[config.mk]
export PLATFORM = sky130hd
export DESIGN_NAME = fc_credit_nop
export DESIGN_NICKNAME = d
export VERILOG_FILES = /design/src/rtl/fcn_pkg.sv /design/src/rtl/fcn_pend_ctr.sv /design/src/rtl/fcn_credit_acc.sv /design/src/rtl/fc_credit_nop.sv
export SDC_FILE = /design/constraint.sdc
export NUM_CORES = 1
export LEC_CHECK = 0
export BUFFER_PORTS_ARGS = -buffer_cell sky130_fd_sc_hd__buf_2
export CAP_MARGIN = 20
export CORE_MARGIN = 5
export CORE_UTILIZATION = 50
export DETAILED_ROUTE_END_ITERATION = 8
export GPL_ROUTABILITY_DRIVEN = 0
export PLACE_DENSITY = 0.79
export SLEW_MARGIN = 40
export SYNTH_ARGS = -nofsm -noshare
export SYNTH_HDL_FRONTEND = slang
export SYNTH_SLANG_ARGS = --single-unit
[constraint.sdc]
create_clock -name clk -period 3.1 [get_ports clk]
set_clock_uncertainty 0.1 [all_clocks]
set_input_delay 0.31 -clock clk [delete_from_list [all_inputs] [get_ports clk]]
set_output_delay 0.31 -clock clk [all_outputs]
set_load 0.1 [all_outputs]
[src/rtl/fcn_pkg.sv]
package fcn_pkg;
  localparam int NBUF = 6;
  localparam logic [5:0] CMD_NOP = 6'b000000;

  typedef enum logic [2:0] {
    BUF_PCMD = 3'd0, BUF_PDAT = 3'd1, BUF_NCMD = 3'd2,
    BUF_NDAT = 3'd3, BUF_RCMD = 3'd4, BUF_RDAT = 3'd5
  } buf_e;

  // Bit position of each buffer's 2-bit return field inside the NOP dword
  function automatic int field_lsb(input int idx);
    case (idx)
      BUF_PCMD: return 8;
      BUF_PDAT: return 10;
      BUF_NCMD: return 16;
      BUF_NDAT: return 18;
      BUF_RCMD: return 12;
      default:  return 14;
    endcase
  endfunction
endpackage

[src/rtl/fcn_pend_ctr.sv]
module fcn_pend_ctr #(
  parameter int PEND_W = 5
) (
  input  logic       clk,
  input  logic       rst,
  input  logic       rel,
  input  logic       take,
  output logic       pend_nz,
  output logic [1:0] rpt
);
  localparam logic [PEND_W-1:0] PMAX = '1;

  logic [PEND_W-1:0] cnt;
  logic [PEND_W-1:0] after_take;

  always_comb begin
    rpt        = (cnt > PEND_W'(3)) ? 2'd3 : cnt[1:0];
    after_take = take ? (cnt - PEND_W'(rpt)) : cnt;
  end

  always_ff @(posedge clk) begin
    if (rst)
      cnt <= '0;
    else if (rel && after_take != PMAX)
      cnt <= after_take + PEND_W'(1);
    else
      cnt <= after_take;
  end

  assign pend_nz = |cnt;
endmodule

[src/rtl/fcn_credit_acc.sv]
module fcn_credit_acc #(
  parameter int CRED_MAX = 20,
  parameter int CW       = 5
) (
  input  logic          clk,
  input  logic          rst,
  input  logic          add_en,
  input  logic [1:0]    add,
  output logic [CW-1:0] cnt,
  output logic          ovf
);
  logic [CW:0] sum;

  assign sum = {1'b0, cnt} + (CW+1)'(add);

  always_ff @(posedge clk) begin
    if (rst) begin
      cnt <= '0;
      ovf <= 1'b0;
    end else if (add_en) begin
      if (sum > (CW+1)'(CRED_MAX)) begin
        cnt <= CW'(CRED_MAX);
        ovf <= 1'b1;
      end else begin
        cnt <= sum[CW-1:0];
      end
    end
  end
endmodule

[src/rtl/fc_credit_nop.sv]
module fc_credit_nop import fcn_pkg::*; #(
  parameter  int PEND_W   = 5,
  parameter  int CRED_MAX = 20,
  localparam int CW       = $clog2(CRED_MAX + 1)
) (
  input  logic               clk,
  input  logic               rst,
  input  logic [NBUF-1:0]    rel_pulse,
  input  logic               nop_grant,
  input  logic               link_stop,
  input  logic               isoc_flag,
  input  logic               diag_flag,
  input  logic [7:0]         ack_seq,
  output logic               nop_req,
  output logic               nop_valid,
  output logic [31:0]        nop_dword,
  input  logic               rx_valid,
  input  logic [31:0]        rx_dword,
  output logic [NBUF*CW-1:0] avail_cnt,
  output logic [NBUF-1:0]    credit_ovf
);
  logic [NBUF-1:0] pend_nz;
  logic [1:0]      rpt [NBUF];
  logic            rx_is_nop;
  logic [31:0]     nop_next;

  assign rx_is_nop = rx_valid && (rx_dword[5:0] == CMD_NOP);

  for (genvar i = 0; i < NBUF; i++) begin : g_buf
    localparam int LSB = field_lsb(i);

    fcn_pend_ctr #(.PEND_W(PEND_W)) u_pend (
      .clk     (clk),
      .rst     (rst),
      .rel     (rel_pulse[i]),
      .take    (nop_grant),
      .pend_nz (pend_nz[i]),
      .rpt     (rpt[i])
    );

    fcn_credit_acc #(.CRED_MAX(CRED_MAX), .CW(CW)) u_acc (
      .clk    (clk),
      .rst    (rst),
      .add_en (rx_is_nop),
      .add    (rx_dword[LSB +: 2]),
      .cnt    (avail_cnt[i*CW +: CW]),
      .ovf    (credit_ovf[i])
    );
  end

  assign nop_req = |pend_nz;

  always_comb begin
    nop_next        = '0;
    nop_next[5:0]   = CMD_NOP;
    nop_next[6]     = link_stop;
    nop_next[20]    = isoc_flag;
    nop_next[21]    = diag_flag;
    nop_next[31:24] = ack_seq;
    for (int i = 0; i < NBUF; i++)
      nop_next[field_lsb(i) +: 2] = rpt[i];
  end

  always_ff @(posedge clk) begin
    if (rst) begin
      nop_valid <= 1'b0;
      nop_dword <= '0;
    end else begin
      nop_valid <= nop_grant;
      if (nop_grant)
        nop_dword <= nop_next;
    end
  end
endmodule

**Word level (Yosys, flattened, before mapping)**

Index checks and enable logic that the tools add are counted.

- Register bits: 90
- Bits in latches: 0
- Memory bits (writable): 0
- ROM bits: 0
- Logic and storage cells: 95
- Memories kept: 0

- $add $sub $neg: 18
- Multiply operators: 0
- Divide/modulo/power cells: 0
- Order comparisons: 12
- Eq/ne operators: 6
- Shift-type cells: 0
- Mux-type cells: 24
- Bitwise operators: 0
- Reductions and logical operators: 15

Operators with widths:

| operator | count |
|---|---|
| two-way mux 5 bit | 18 |
| adder 5 x 2 -> 6 bit | 6 |
| > comparator 6 x 5 -> 1 bit (second input constant) | 6 |
| adder 5 x 1 -> 5 bit (second input constant) | 6 |
| > comparator 5 x 2 -> 1 bit (second input constant) | 6 |
| inequality test 5 bit (second input constant) | 6 |
| OR reduction 30 bit | 1 |
| subtractor 5 x 2 -> 5 bit | 6 |
| two-way mux 2 bit | 6 |
| AND reduction 2 bit | 6 |
| logical AND 1 bit | 7 |
| logical NOT 6 bit | 1 |

**Longest topological paths before layout**

- Word-level depth: 7
- Gate-level depth with buffers: 12
- Depth with buffers taken out: 12

**Hierarchy**

A second synthesis with hierarchy kept.

- Cells, all modules: 661
- Area, all modules: 5,826.8 um^2

Modules (own cells, without submodules):

| module | times used | cells an instance | area an instance (um^2) |
|---|---|---|---|
| fcn_pend_ctr | 6 | 43 | 375.4 |
| fcn_credit_acc at g_buf[0].u_acc ... | 5 | 52 | 441.7 |
| fc_credit_nop | 1 | 91 | 938.4 |
| fcn_credit_acc at g_buf[5].u_acc | 1 | 52 | 427.9 |

**Worst setup path before layout**

OpenSTA, ideal clock, no wires.

- Path kind: reg-to-reg
- From: reg g_buf[0].u_acc.cnt[0]
- To: reg g_buf[0].u_acc.cnt[1]
- Setup time: 0.128 ns
- Arrival: 2.654 ns
- Data required time: 2.872 ns
- Setup slack: 0.218 ns
- Cell stages (with the launch flop): 9
- Buffers on the path: 0
- Cell sequence: dfxtp_1 ha_1 inv_1 fa_1 nor3b_1 nor4b_1 and4bb_1 a22oi_1 nor2_1

- Word-level cells in the longest chain between the ends: 3

RTL lines:

| item | line | source |
|---|---|---|
| start, declared | fcn_credit_acc.sv:9 | `output logic [CW-1:0] cnt,` |
| start signal, assigned | fcn_credit_acc.sv:22 | `cnt <= CW'(CRED_MAX);` |
| start signal, assigned | fcn_credit_acc.sv:25 | `cnt <= sum[CW-1:0];` |
| adder 5 x 2 -> 6 bit (*) | fcn_credit_acc.sv:14 | `assign sum = {1'b0, cnt} + (CW+1)'(add);` |
| > comparator 6 x 5 -> 1 bit | fcn_credit_acc.sv:21 | `if (sum > (CW+1)'(CRED_MAX)) begin` |
| two-way mux 5 bit (*) | fcn_credit_acc.sv:21 |  |

Every way passes the cells marked *; elsewhere a longest branch is shown, timed or not.
A chain may end at the register's enable or synchronous reset.

**Final worst setup path**

- From: reg g_buf[5].u_pend.cnt[4]
- To: reg g_buf[5].u_pend.cnt[3]

- Word-level cells in the longest chain between the ends: 7

RTL lines:

| item | line | source |
|---|---|---|
| start, declared | fcn_pend_ctr.sv:13 | `logic [PEND_W-1:0] cnt;` |
| start signal, assigned | fcn_pend_ctr.sv:25 | `cnt <= after_take + PEND_W'(1);` |
| start signal, assigned | fcn_pend_ctr.sv:27 | `cnt <= after_take;` |
| > comparator 5 x 2 -> 1 bit | fcn_pend_ctr.sv:17 | `rpt = (cnt > PEND_W'(3)) ? 2'd3 : cnt[1:0];` |
| two-way mux 2 bit | fcn_pend_ctr.sv:17 |  |
| subtractor 5 x 2 -> 5 bit | fcn_pend_ctr.sv:18 | `after_take = take ? (cnt - PEND_W'(rpt)) : cnt;` |
| two-way mux 5 bit (*) | fcn_pend_ctr.sv:18 |  |
| branches (longest 2 deep; another with adder 5 x 1 -> 5 bit) | - |  |
| two-way mux 5 bit (*) | fcn_pend_ctr.sv:24 | `else if (rel && after_take != PMAX)` |

Mark *: on every way between the ends.

==> metrics.txt <==
HPWL after DPL 8.81 mm; CP Class register to register; Syn-to-layout area delta 12.9%; ratio of cells with drive above 1 in the final layout 21.0%; Sink Count 90; flop-to-flop setup slack 0.15 ns; final period utilization 95.1%; Post-Route WL 11.8 mm; Hold Vio Cnt, Final 0; initial antenna violation count 0; Power Density ~700 nW/um^2; I/O pin count 123; clock insertion delay at the later pin of the skew report approximately 0.35 ns; RSZ-0062 raised after global routing no; Relative slew margins 56.8%; Max FO, Critical Path 5; hold path endpoint nop_dword[6]; Die Width 113 um; TritonCTS Buffers 9; Syn Area/Cell between 8 and 9 sq um; Final Max Slew Viols 0; Data arrival, critical path 3.08 ns; RR Startpoint g_buf[5].u_pend.cnt[4]; Netlist cell types 52; Max-Cap Viols 0; Total GRT Usage 18.5%; nets 785; placed cell area 5840 sq um; drt drc 0; Reg clk slew, reported paths 0.08 ns; ANT nets after route 0; Core Box Area 10400 sq um; initial DRC count 249; R2R depth 11; Seq/Total Area, Yosys about 34%; TNS Setup 0 ns; CP Capture Type register; Final Setup Violations 0; min Tclk post-route 2.95 ns; Mapped Area around 5300 sq um; fin util roughly 58%; Port Buffers 99; CTS tree done; Post-synth EDFFs 0; Die ar. 12800 sq um; Initial Util 51.3%; outcome finished, final reports clean; peak supply drop 0.000497 V; DR pass1 iterations 4; Synth Register Bits 90; CTS root buf clkbuf_8; hold depth 3; Hold Startpoint link_stop; hold crit path type primary input to register; worst slew pin tran 0.642 ns; Die Y 113 um; Lkg Pwr 0.00269 uW; largest net degree at the start of global routing 46; hold_buf cts 0; DR vias 4599; Most used DFF post-synth dfxtp_1; global route total overflow 0; drt via density 5.51; Fmax achieved 339 MHz; CTS Buffer Depth 2; Worst EP required around 3.2 ns; Routed wire per std cell 14.1 um; vias in the first global route between 4000 and 5000; first-pass GRT wire length 20.1 mm; Critical R2R Capture g_buf[5].u_pend.cnt[3]; YS warnings 0; synthesized instance count 613; PostCTS Resize Cnt 0; CP startpoint kind register; H-tree levels 3; setup bufs post-CTS 0; Finished Cell Area 6000 sq um; Fill cells 924; FFs w/ async S/R, synth 0%; number of cell rows 37; Antenna Diode Count 0
==> flip-flops by register name, indices dropped and copies added, names as in the netlist <==
register	count
nop_dword	23
g_buf.u_acc.cnt	30
g_buf.u_acc.ovf	6
nop_valid	1
g_buf.u_pend.cnt	30
==> layout make-up <==
cell class / instances / area (sq um) / share of cell area (%)
clock buffer: 10 / 138 / 2.29
inverter: 35 / 131 / 2.19
timing repair buffer: 104 / 546 / 9.09
sequential: 90 / 1810 / 30.1
clock inverter: 4 / 20.0 / 0.333
multi-input combinational: 456 / 3190 / 53.2
tap: 136 / 170 / 2.83
==> cells in the final DEF, fill, tap and decap left out, drive strengths merged, types with 17 or more instances in the layout <==
| master | n |
|---|---|
| nor2 | 81 |
| buf | 104 |
| inv | 35 |
| a21oi | 31 |
| mux2i | 32 |
| ha | 30 |
| nor2b | 19 |
| nand2 | 29 |
| dfxtp | 90 |
| xor2 | 20 |
| nor3 | 17 |
==> critical path: stages (launching register included) <==
cell and delay [ns]:
dfxtp_1 0.43, nor3_1 0.10, or2_2 0.28, ha_1 0.29
mux2_2 0.30, ha_1 0.23, nor3b_1 0.15, ha_1 0.21
nand2b_1 0.22, and4bb_1 0.31, xor2_1 0.15, nor2_1 0.05
==> how the worst max path moves through the flow <==
stage	end	slack, ns	startpoint
2_1_floorplan	g_buf[0].u_acc.cnt[1]	0.22	g_buf[0].u_acc.cnt[0]
3_3_place_gp	g_buf[5].u_pend.cnt[3]	0.25	g_buf[5].u_pend.cnt[2]
3_5_place_dp	g_buf[5].u_pend.cnt[3]	0.13	g_buf[5].u_pend.cnt[2]
4_1_cts	g_buf[5].u_pend.cnt[3]	0.11	g_buf[5].u_pend.cnt[3]
5_1_grt	g_buf[0].u_pend.cnt[3]	0.004	g_buf[0].u_pend.cnt[2]
6_report	g_buf[5].u_pend.cnt[3]	0.15	g_buf[5].u_pend.cnt[4]
==> layer usage <==
metal  routed length [um]  global-route usage [%]  vias up
li1                     -                       -     2300
met1                 5050                    21.7     2175
met2                 5890                    33.3      110
met3                  717                    4.39       14
met4                  134                    5.69        0
met5                    0                       0        -
==> stage by stage <==
stage	std cells	power, uW	hold slack (ns)	setup slack, ns
after floorplan	621	3120	0.326	0.218
after global routing	835	4530	0.0790	0.00366
after detailed placement	821	3520	0.355	0.128
after global placement	821	3400	0.338	0.246
final	835	4190	0.0935	0.152
after CTS	835	4240	0.0687	0.111
==> Yosys cell counts (all sizes together) (3+ instances only) <==
master	number	share of area, %
nand3b	7	0.99
nand2b	15	1.8
a21oi	31	2.9
a2bb2oi	4	0.66
a211oi	13	1.8
a311oi	16	2.6
nor3b	13	1.8
nand3	8	0.75
inv	35	2.5
nor4	13	2.0
or3	6	0.71
a31oi	3	0.35
buf	27	3.4
mux2i	32	6.0
o41a	6	1.3
clkbuf	13	0.92
ha	30	7.1
xnor2	16	2.6
nor2b	19	2.2
o22ai	3	0.35
dfxtp	90	34
mux2	3	0.64
o21ai	14	1.3
and4bb	5	1.2
xor2	20	3.3
nor3	17	1.6
fa	6	2.3
nor2	81	5.7
nand2	29	2.0
or2	14	1.6
==> logic make-up after synthesis <==
group	synth area share, %
DFF	33.9
buffers and inverters	6.75
xor gates and xnor gates	5.93
adders and majority gates	9.32
and+or+nand+nor	23.9
AOI/OAI and AO/OA	13.5
muxes	6.66
other	0.0705
==> report_power, final <==
group	switching, uW	total, uW	leakage (uW)	internal, uW
clock	391	690	0.0000875	299
combinational	1180	1950	0.00186	771
sequential	207	1550	0.000738	1340
total	1780	4190	0.00269	2410
(Power assumes the default switching activity.)
